`config.mk`:
```
export PLATFORM = sky130hd
export DESIGN_NAME = alu8_status
export DESIGN_NICKNAME = d
export VERILOG_FILES = /design/src/rtl/alu8_pkg.sv /design/src/rtl/alu8_addsub.sv /design/src/rtl/alu8_bitops.sv /design/src/rtl/alu8_flags.sv /design/src/rtl/alu8_status.sv
export SDC_FILE = /design/constraint.sdc
export NUM_CORES = 1
export LEC_CHECK = 0
export BUFFER_PORTS_ARGS = -buffer_cell sky130_fd_sc_hd__buf_2
export CAP_MARGIN = 20
export CORE_MARGIN = 3
export CORE_UTILIZATION = 45
export DETAILED_ROUTE_END_ITERATION = 6
export PLACE_DENSITY = 0.81
export REMOVE_ABC_BUFFERS = 1
export SETUP_SLACK_MARGIN = 0.1
export SLEW_MARGIN = 30
export SYNTH_ARGS = -nofsm -noshare
export SYNTH_HDL_FRONTEND = slang
export SYNTH_SLANG_ARGS = --single-unit
```
`constraint.sdc`:
```
create_clock -name vclk -period 7.6
set_clock_uncertainty 0.15 [all_clocks]
set_input_delay 0.38 -clock vclk [all_inputs]
set_output_delay 0.38 -clock vclk [all_outputs]
set_load 0.02 [all_outputs]
```
`src/rtl/alu8_pkg.sv`:
```
package alu8_pkg;
  localparam int OP_W = 5;

  localparam int FL_C = 0;
  localparam int FL_Z = 1;
  localparam int FL_N = 2;
  localparam int FL_V = 3;
  localparam int FL_S = 4;
  localparam int FL_H = 5;

  typedef enum logic [OP_W-1:0] {
    OP_ADD  = 5'd0,  OP_ADC = 5'd1,  OP_SUB = 5'd2,  OP_SBC = 5'd3,
    OP_AND  = 5'd4,  OP_OR  = 5'd5,  OP_XOR = 5'd6,  OP_COM = 5'd7,
    OP_NEG  = 5'd8,  OP_INC = 5'd9,  OP_DEC = 5'd10, OP_LSL = 5'd11,
    OP_LSR  = 5'd12, OP_ROL = 5'd13, OP_ROR = 5'd14, OP_ASR = 5'd15,
    OP_SWAP = 5'd16
  } alu_op_e;

  // bit order matches status bits 5..0
  typedef struct packed {
    logic h, s, v, n, z, c;
  } flag_set_t;

  function automatic flag_set_t upd_mask(alu_op_e op);
    flag_set_t m;
    m = '0;
    unique case (op)
      OP_ADD, OP_ADC, OP_SUB, OP_SBC, OP_NEG:
        m = '{h: 1'b1, s: 1'b1, v: 1'b1, n: 1'b1, z: 1'b1, c: 1'b1};
      OP_AND, OP_OR, OP_XOR, OP_INC, OP_DEC:
        m = '{h: 1'b0, s: 1'b1, v: 1'b1, n: 1'b1, z: 1'b1, c: 1'b0};
      OP_COM, OP_LSL, OP_LSR, OP_ROL, OP_ROR, OP_ASR:
        m = '{h: 1'b0, s: 1'b1, v: 1'b1, n: 1'b1, z: 1'b1, c: 1'b1};
      default: m = '0;
    endcase
    return m;
  endfunction

  function automatic logic is_arith(alu_op_e op);
    return op inside {OP_ADD, OP_ADC, OP_SUB, OP_SBC, OP_NEG, OP_INC, OP_DEC};
  endfunction

  function automatic logic is_shift(alu_op_e op);
    return op inside {OP_LSL, OP_LSR, OP_ROL, OP_ROR, OP_ASR};
  endfunction
endpackage

```
`src/rtl/alu8_addsub.sv`:
```
module alu8_addsub #(
  parameter int W = 8
) (
  input  logic [W-1:0] a_i,
  input  logic [W-1:0] b_i,
  input  logic         cin_i,
  input  logic         sub_i,
  output logic [W-1:0] sum_o,
  output logic         c_o,
  output logic         h_o,
  output logic         v_o
);
  localparam int HB = W / 2;

  logic [W-1:0] b_eff;
  logic         c_eff;
  logic [W:0]   full;
  logic [HB:0]  low;

  // subtract as a + ~b + ~borrow; carry out inverts to borrow
  always_comb begin
    b_eff = sub_i ? ~b_i : b_i;
    c_eff = sub_i ? ~cin_i : cin_i;
    full  = {1'b0, a_i} + {1'b0, b_eff} + {{W{1'b0}}, c_eff};
    low   = {1'b0, a_i[HB-1:0]} + {1'b0, b_eff[HB-1:0]} + {{HB{1'b0}}, c_eff};
    sum_o = full[W-1:0];
    c_o   = full[W] ^ sub_i;
    h_o   = low[HB] ^ sub_i;
    v_o   = (a_i[W-1] == b_eff[W-1]) && (full[W-1] != a_i[W-1]);
  end
endmodule

```
`src/rtl/alu8_bitops.sv`:
```
module alu8_bitops
  import alu8_pkg::*;
#(
  parameter int W = 8
) (
  input  logic [W-1:0] a_i,
  input  logic [W-1:0] b_i,
  input  logic         cin_i,
  input  alu_op_e      op_i,
  output logic [W-1:0] res_o,
  output logic         c_o
);
  localparam int HB = W / 2;

  always_comb begin
    res_o = '0;
    c_o   = 1'b0;
    case (op_i)
      OP_AND:  res_o = a_i & b_i;
      OP_OR:   res_o = a_i | b_i;
      OP_XOR:  res_o = a_i ^ b_i;
      OP_COM:  begin res_o = ~a_i; c_o = 1'b1; end
      OP_LSL:  begin res_o = {a_i[W-2:0], 1'b0};      c_o = a_i[W-1]; end
      OP_LSR:  begin res_o = {1'b0, a_i[W-1:1]};      c_o = a_i[0];   end
      OP_ROL:  begin res_o = {a_i[W-2:0], cin_i};     c_o = a_i[W-1]; end
      OP_ROR:  begin res_o = {cin_i, a_i[W-1:1]};     c_o = a_i[0];   end
      OP_ASR:  begin res_o = {a_i[W-1], a_i[W-1:1]};  c_o = a_i[0];   end
      OP_SWAP: res_o = {a_i[HB-1:0], a_i[W-1:HB]};
      default: ;
    endcase
  end
endmodule

```
`src/rtl/alu8_flags.sv`:
```
module alu8_flags
  import alu8_pkg::*;
#(
  parameter int W = 8
) (
  input  alu_op_e      op_i,
  input  logic [W-1:0] res_i,
  input  logic         ar_c_i,
  input  logic         ar_h_i,
  input  logic         ar_v_i,
  input  logic         bit_c_i,
  input  logic [7:0]   sreg_i,
  output logic [7:0]   sreg_o
);
  flag_set_t mask, nxt;
  logic      arith, shift, zero;

  always_comb begin
    mask  = upd_mask(op_i);
    arith = is_arith(op_i);
    shift = is_shift(op_i);
    zero  = (res_i == '0);

    nxt.n = res_i[W-1];
    nxt.c = arith ? ar_c_i : bit_c_i;
    nxt.h = ar_h_i;
    if (arith)      nxt.v = ar_v_i;
    else if (shift) nxt.v = res_i[W-1] ^ bit_c_i;
    else            nxt.v = 1'b0;
    nxt.s = nxt.n ^ nxt.v;
    // chained subtract keeps a clear Z across bytes
    nxt.z = (op_i == OP_SBC) ? (zero & sreg_i[FL_Z]) : zero;

    sreg_o[7:6] = sreg_i[7:6];
    sreg_o[5:0] = (nxt & mask) | (sreg_i[5:0] & ~mask);
  end
endmodule

```
`src/rtl/alu8_status.sv`:
```
module alu8_status
  import alu8_pkg::*;
#(
  parameter int W = 8
) (
  input  logic [W-1:0]    a_i,
  input  logic [W-1:0]    b_i,
  input  logic            carry_i,
  input  logic [OP_W-1:0] op_i,
  input  logic [7:0]      sreg_i,
  output logic [W-1:0]    result_o,
  output logic [7:0]      sreg_o
);
  alu_op_e      op;
  logic [W-1:0] add_a, add_b, add_sum, bit_res;
  logic         add_cin, add_sub, add_c, add_h, add_v, bit_c;

  always_comb begin
    op      = alu_op_e'(op_i);
    add_a   = a_i;
    add_b   = b_i;
    add_cin = 1'b0;
    add_sub = 1'b0;
    case (op)
      OP_ADC: add_cin = carry_i;
      OP_SUB: add_sub = 1'b1;
      OP_SBC: begin add_sub = 1'b1; add_cin = carry_i; end
      OP_INC: add_b = W'(1);
      OP_DEC: begin add_b = W'(1); add_sub = 1'b1; end
      OP_NEG: begin add_a = '0; add_b = a_i; add_sub = 1'b1; end
      default: ;
    endcase
  end

  alu8_addsub #(.W(W)) u_addsub (
    .a_i(add_a), .b_i(add_b), .cin_i(add_cin), .sub_i(add_sub),
    .sum_o(add_sum), .c_o(add_c), .h_o(add_h), .v_o(add_v)
  );

  alu8_bitops #(.W(W)) u_bitops (
    .a_i(a_i), .b_i(b_i), .cin_i(carry_i), .op_i(op),
    .res_o(bit_res), .c_o(bit_c)
  );

  assign result_o = is_arith(op) ? add_sum : bit_res;

  alu8_flags #(.W(W)) u_flags (
    .op_i(op), .res_i(result_o), .ar_c_i(add_c), .ar_h_i(add_h),
    .ar_v_i(add_v), .bit_c_i(bit_c), .sreg_i(sreg_i), .sreg_o(sreg_o)
  );

  always_comb begin
    assert_it_pass_R11: assert (sreg_o[7:6] == sreg_i[7:6])
      else $error("I/T flags altered");
    if (op_i > 5'd16)
      assert_undef_keep_R11: assert (sreg_o == sreg_i && result_o == '0)
        else $error("undefined code changed state");
    if (op == OP_SWAP)
      assert_swap_keep_R9: assert (sreg_o == sreg_i && result_o == {a_i[3:0], a_i[7:4]})
        else $error("swap wrong");
    if (op inside {OP_AND, OP_OR, OP_XOR})
      assert_logic_keep_R4: assert (sreg_o[FL_C] == sreg_i[FL_C] &&
                                    sreg_o[FL_H] == sreg_i[FL_H] && !sreg_o[FL_V])
        else $error("logic op flags wrong");
    if (op == OP_COM)
      assert_com_flags_R6: assert (sreg_o[FL_C] && !sreg_o[FL_V])
        else $error("complement flags wrong");
    if (op_i <= 5'd15)
      assert_sign_R10: assert (sreg_o[FL_S] == (sreg_o[FL_N] ^ sreg_o[FL_V]))
        else $error("S != N^V");
    if (op_i <= 5'd15 && op != OP_SBC)
      assert_zero_R12: assert (sreg_o[FL_Z] == (result_o == '0) &&
                               sreg_o[FL_N] == result_o[W-1])
        else $error("Z/N mismatch");
    if (op == OP_SBC && !sreg_i[FL_Z])
      assert_sbc_sticky_R3: assert (!sreg_o[FL_Z])
        else $error("chained Z set");
  end
endmodule

```
* Word level (Yosys, flattened, before mapping)
Memory sizes are Yosys's and may differ from the RTL's. Index checks and enable logic that the tools add are counted.
Operators by class: add/sub/neg operators 4, muxes and demuxes 14, equal/unequal tests 18, reduce and logical (&&, ||, !) cells 10, bitwise operators 15
Operators with widths (number):
- $pmux 8 s10 | 1
- $eq 5x4->1 const B | 8
- $mux 8 | 3
- $eq 5x3->1 const B | 4
- $not 8->8 | 2
- $pmux 8 s2 | 1
- $and 6x6->6 | 2
- $eq 5x2->1 const B | 2
- $add 8x8->9 | 1
- $add 9x1->9 | 1
- $and 8x8->8 | 1
- $logic_not 8->1 | 1
- $or 8x8->8 | 1
- $xor 8x8->8 | 1
- $mux 1 | 7
- $reduce_bool 7->1 | 1
- $mux 6 | 1
- $not 6->6 | 1
- $or 6x6->6 | 1
- $reduce_or 2->1 | 3
- $add 4x4->5 | 1
- $add 5x1->5 | 1
- $eq 5x1->1 const B | 1
- $eq 5x5->1 const B | 1
- other kinds (11) | 14
Storage, ports and cells: logic and storage cells 62, memories kept 1, bits in read-only memories 32, input port bits 30, bits in registers 0
Memories:
- (no name shown) | depth 16, width 2, rd ports 1, clocked after Yosys merged registers in 0, write ports 0, line alu8_pkg.sv:27 | unique case (op)

* Logic depth before layout (Yosys ltp)
depth after elaboration 14, depth in mapped cells 17

* Hierarchy
Synthesis repeated with hierarchy kept, for this count alone.
Second synthesis, totals: cell total of the unflattened synthesis 254, area total of the unflattened synthesis 1870.5 um^2
Modules (own cells, without submodules):
- alu8_bitops | cells an instance 127, times used 1, area an instance 870.8 um^2, sequential area each 0.0 um^2
- alu8_addsub | cells an instance 50, times used 1, area an instance 424.2 um^2, sequential area each 0.0 um^2
- alu8_status | cells an instance 37, times used 1, area an instance 292.8 um^2, sequential area each 0.0 um^2
- alu8_flags | cells an instance 40, times used 1, area an instance 282.8 um^2, sequential area each 0.0 um^2

* Worst setup path after synthesis
OpenSTA, ideal clock, no wires.
path kind input to output, start point in op_i[0], end point out sreg_o[4], path buffers 0, path slack 2.924 ns, stages 15, arrival 4.146 ns, cell sequence inv_1 -> ha_1 -> or3_1 -> nand3_1 -> a21oi_1 -> xor2_1 -> fa_1 -> nand2b_1 -> a21oi_1 -> o21ai_0 -> a21oi_1 -> xnor2_1 -> o21ai_0 -> mux2i_1 -> o31ai_1
On the way: word-level cells in the longest chain between the ends 14
Ends and longest elaborated chain:
- start: declaration | line alu8_status.sv:9 | input logic [OP_W-1:0] op_i,
- $eq 5x4->1 | line alu8_pkg.sv:40, alu8_status.sv:24
- $reduce_or 2->1 (no line)
- $pmux 8 s2 | line alu8_status.sv:24 | case (op)
- $not 8->8 | line alu8_addsub.sv:22 | b_eff = sub_i ? ~b_i : b_i;
- $mux 8 | line alu8_addsub.sv:22
- $add 8x8->9 | line alu8_addsub.sv:24 | full = {1'b0, a_i} + {1'b0, b_eff} + {{W{1'b0}}, c_eff};
- $add 9x1->9 | line alu8_addsub.sv:24
- $mux 8 (*) | line alu8_status.sv:45 | assign result_o = is_arith(op) ? add_sum : bit_res;
- named net result_o[7] | line alu8_status.sv:11 | output logic [W-1:0] result_o,
- $xor 1x1->1 | line alu8_flags.sv:28 | else if (shift) nxt.v = res_i[W-1] ^ bit_c_i;
- $mux 1 | line alu8_flags.sv:28
- $mux 1 | line alu8_flags.sv:27 | if (arith) nxt.v = ar_v_i;
- $xor 1x1->1 (*) | line alu8_flags.sv:30 | nxt.s = nxt.n ^ nxt.v;
- $and 6x6->6 (*) | line alu8_flags.sv:35 | sreg_o[5:0] = (nxt & mask) | (sreg_i[5:0] & ~mask);
- $or 6x6->6 (*) | line alu8_flags.sv:35
- end: declaration | line alu8_status.sv:12 | output logic [7:0] sreg_o
The timed path passes the listed nets; every way through them passes the cells marked *.

* Worst setup path in the final report
start point in op_i[0], end point out sreg_o[1]
On the way: word-level cells in the longest chain between the ends 13
Ends and longest elaborated chain:
- $eq 5x4->1 | line alu8_pkg.sv:40, alu8_status.sv:24
- $reduce_or 2->1 (no line)
- $pmux 8 s2 | line alu8_status.sv:24
- $not 8->8 | line alu8_addsub.sv:22
- $mux 8 | line alu8_addsub.sv:22
- $add 8x8->9 | line alu8_addsub.sv:24
- $add 9x1->9 | line alu8_addsub.sv:24
- $mux 8 | line alu8_status.sv:45
- $logic_not 8->1 | line alu8_flags.sv:22 | zero = (res_i == '0);
- $and 1x1->1 | line alu8_flags.sv:32 | nxt.z = (op_i == OP_SBC) ? (zero & sreg_i[FL_Z]) : zero;
- $mux 1 (*) | line alu8_flags.sv:32
- $and 6x6->6 (*) | line alu8_flags.sv:35
- $or 6x6->6 (*) | line alu8_flags.sv:35
Mark *: on every way between the ends. The rest lies on a longest branch, timed or not.

==> metrics.md <==
| Metric | Value |
|---|---|
| Post-CTS Setup Bufs | 0 |
| Slowest-stage cell, CP | or4_1 |
| Sequential area share after synthesis | 0% |
| Cell breakdown of the critical path | buf_2 > inv_1 > ha_1 > or3_1 > nand3_1 > a21oi_1 > xor2_1 > fa_1 > fa_1 > nor2b_1 > o21ai_0 > nand2_1 > xor2_1 > nor2_1 > a31oi_1 > or4_1 > o31ai_2 > buf_2 |
| Chip Width | around 67 um |
| Via Count | 1941 |
| Syn Area/Cell | slightly above 7 um2 |
| Synth Area in Adders | 22.4% |
| Tmin final | roughly 5000 ps |
| Routability congestion estimate | ~0.96 |
| Least-Margin Pin Slew | 761 ps |
| Die Y-Extent | 67.3 um |
| Area leader, netlist | ha_1 |
| PD cells | 72.4 mW/mm2 |
| Antenna-violating nets left | 0 |
| Critical path arrival | 4340 ps |
| Wire length per cell | 16.1 um |
| Outcome | finished clean |
| CP peak stage delay | 590 ps |
| Hold path depth | 0 |
| Area taken by flip-flops and latches | 0 um2 |
| HP Class | in -> out |
| Post-CTS Hold Buffers | 0 |
| # rows | 21 |
| Number of nets in the layout | 328 |
| RSZ-0062 raised after global routing | no |
| Port buffer count | 42 |
| Ys Warns | 0 |
| Hold Vio Cnt, Final | 0 |
| Peak fanout along the critical path | 8 |
| Ranking of synthesized cells by area | ha_1 (20%), a22oi_1 (6.2%), nor2_1 (5.8%), inv_1 (5.1%), a21oi_1 (4.7%) |
| Top-area cell type share of the netlist area | 20.0% |
| Post-DP HPWL | 3.77 mm |
| Max-slew violations | 0 |
| Number of fill cells | 361 |
| Most frequent cell after synthesis | ha_1 |
| Max cap viols | 0 |
| Area fraction in compound gates after synthesis | 31.1% |
| Setup TNS | 0 ps |
| Detailed-router iteration count before antenna repair | 4 |
| Share of layout cells above drive strength 1 | 21.0% |
| 1st-iter DRT viols | 184 |
| Final global-route overflow total | 0 |
| First-pass GRT wire length | 7.86 mm |
| Final setup vio count | 0 |
| DR DRC count | 0 |
| I/O Pins | 46 |
| Unique cell type count in the Yosys netlist | 54 |
| Post-synthesis xor/xnor area fraction | under 10% |
| Diodes inserted | 0 |
| Worst path required time | between 7000 and 8000 ps |
| Vias in the first global route | 1657 |
| Vias/cell | 6.20 |
| Post-Place Setup Slack | 2770 ps |
| Sequential cell count | 0 |
| Setup slack after layout | 2730 ps |
| Mapped cell area | 0.00169 mm2 |
| Initial antenna violation count | 0 |
| Crit start category | primary input |
| Peak VDD IR | approximately 0.000036 V |
| Core Region | 0.00347 mm2 |
| Multi-input logic area | about 0.0015 mm2 |
| Layout area overhead | 8.36% |
| Synth Area in Simple Gates | 23.1% |
| Clock buffer count | 0 |
| PostCTS Resize Cnt | 0 |
| Mapped Cells | between 200 and 250 |
| GRT Total Usage | 22.0% |
| Total Wirelength | 5.03 mm |
| Post-synth top cells | ha_1 (27), nor2_1 (26), inv_1 (23) |
| Largest net degree at the start of global routing | 18 |
| Max Clk Rate | 205 MHz |
| Lkg Pwr | 0.921 nW |
| Kind of critical path | in -> out |
| Max_slew headroom | 49.0% |
| Share of synthesized area spent on multiplexers | 1.85% |
| Die area | 0.00453 mm2 |
| Largest family of logic cells by synthesized area | compound AO/OA/AOI/OAI gates |
| CP Capture Type | output pin |
| Period utilisation layout | 64.1% |
| Initial Util | between 40% and 50% |
## placed cells by master, fill, tap and decap left out, types with 2 or more instances in the layout
| cell type | n |
|---|---|
| o21ai_0 | 16 |
| nand2b_1 | 3 |
| buf_2 | 42 |
| a22oi_1 | 14 |
| a21oi_1 | 16 |
| nand2_1 | 20 |
| xor2_1 | 9 |
| mux2i_1 | 2 |
| nor4_1 | 3 |
| xnor2_1 | 8 |
| and3_1 | 4 |
| o31ai_1 | 2 |
| nand3_1 | 5 |
| a221oi_1 | 4 |
| or4_1 | 2 |
| o221ai_1 | 3 |
| a31oi_1 | 4 |
| o21a_1 | 2 |
| a21o_1 | 2 |
| ha_1 | 27 |
| nor2_1 | 26 |
| inv_1 | 23 |
| fa_1 | 2 |
| nor3_1 | 3 |
## logic make-up (layout without fill, tap and decap cells)
family                   count (synthesis)  count (layout)
adder cells (fa/ha/maj)                 29              29
AO/OA/AOI/OAI                           76              76
XOR/XNOR                                17              17
buffers and inverters                   38              66
AND/OR/NAND/NOR                         76              76
multiplexers                             3               3
## power breakdown
part | internal (mW) | total (mW) | switching [mW]
Combinational | 0.0523 | 0.133 | 0.0803
Clock | 0 | 0 | 0
Sequential | 0 | 0 | 0
## per-stage QoR
stage               cell area (um2)  cells  hold WS (ps)  utilization [%]  power [mW]
floorplan                      1560    225           610                -      0.0892
global placement               1830    313           610             52.8       0.128
detailed placement             1830    313           610             52.8       0.130
CTS                            1830    313           610             52.8       0.131
global route                   1830    313           610             52.8       0.147
finish                         1830    313           610             52.8       0.133
## critical path: cells and delay by family
kind            cells  cell delay (ps)
simple gates        6             1710
fa+ha+maj           3             1140
compound gates      4              490
buf+inv             3              350
xor+xnor            2              260
## per-layer routing
metal | global-route usage, % | wire [um]
met3 | 3.66 | 673
met1 | 30.9 | 2110
met5 | 0 | 0
met2 | 34.6 | 2150
met4 | 5.32 | 89
## layout make-up
class / count / area share (%)
timing repair buffer: 42 / 11.5
multi-input combinational: 201 / 80.5
tap: 46 / 3.14
inverter: 24 / 4.92
## path summary, 6_finish.rpt
path                  slack, ps         to      start
worst max-delay path       2730  sreg_o[1]    op_i[0]
worst min-delay path        610  sreg_o[6]  sreg_i[6]
Note: power is estimated with default switching activity, not from simulation.
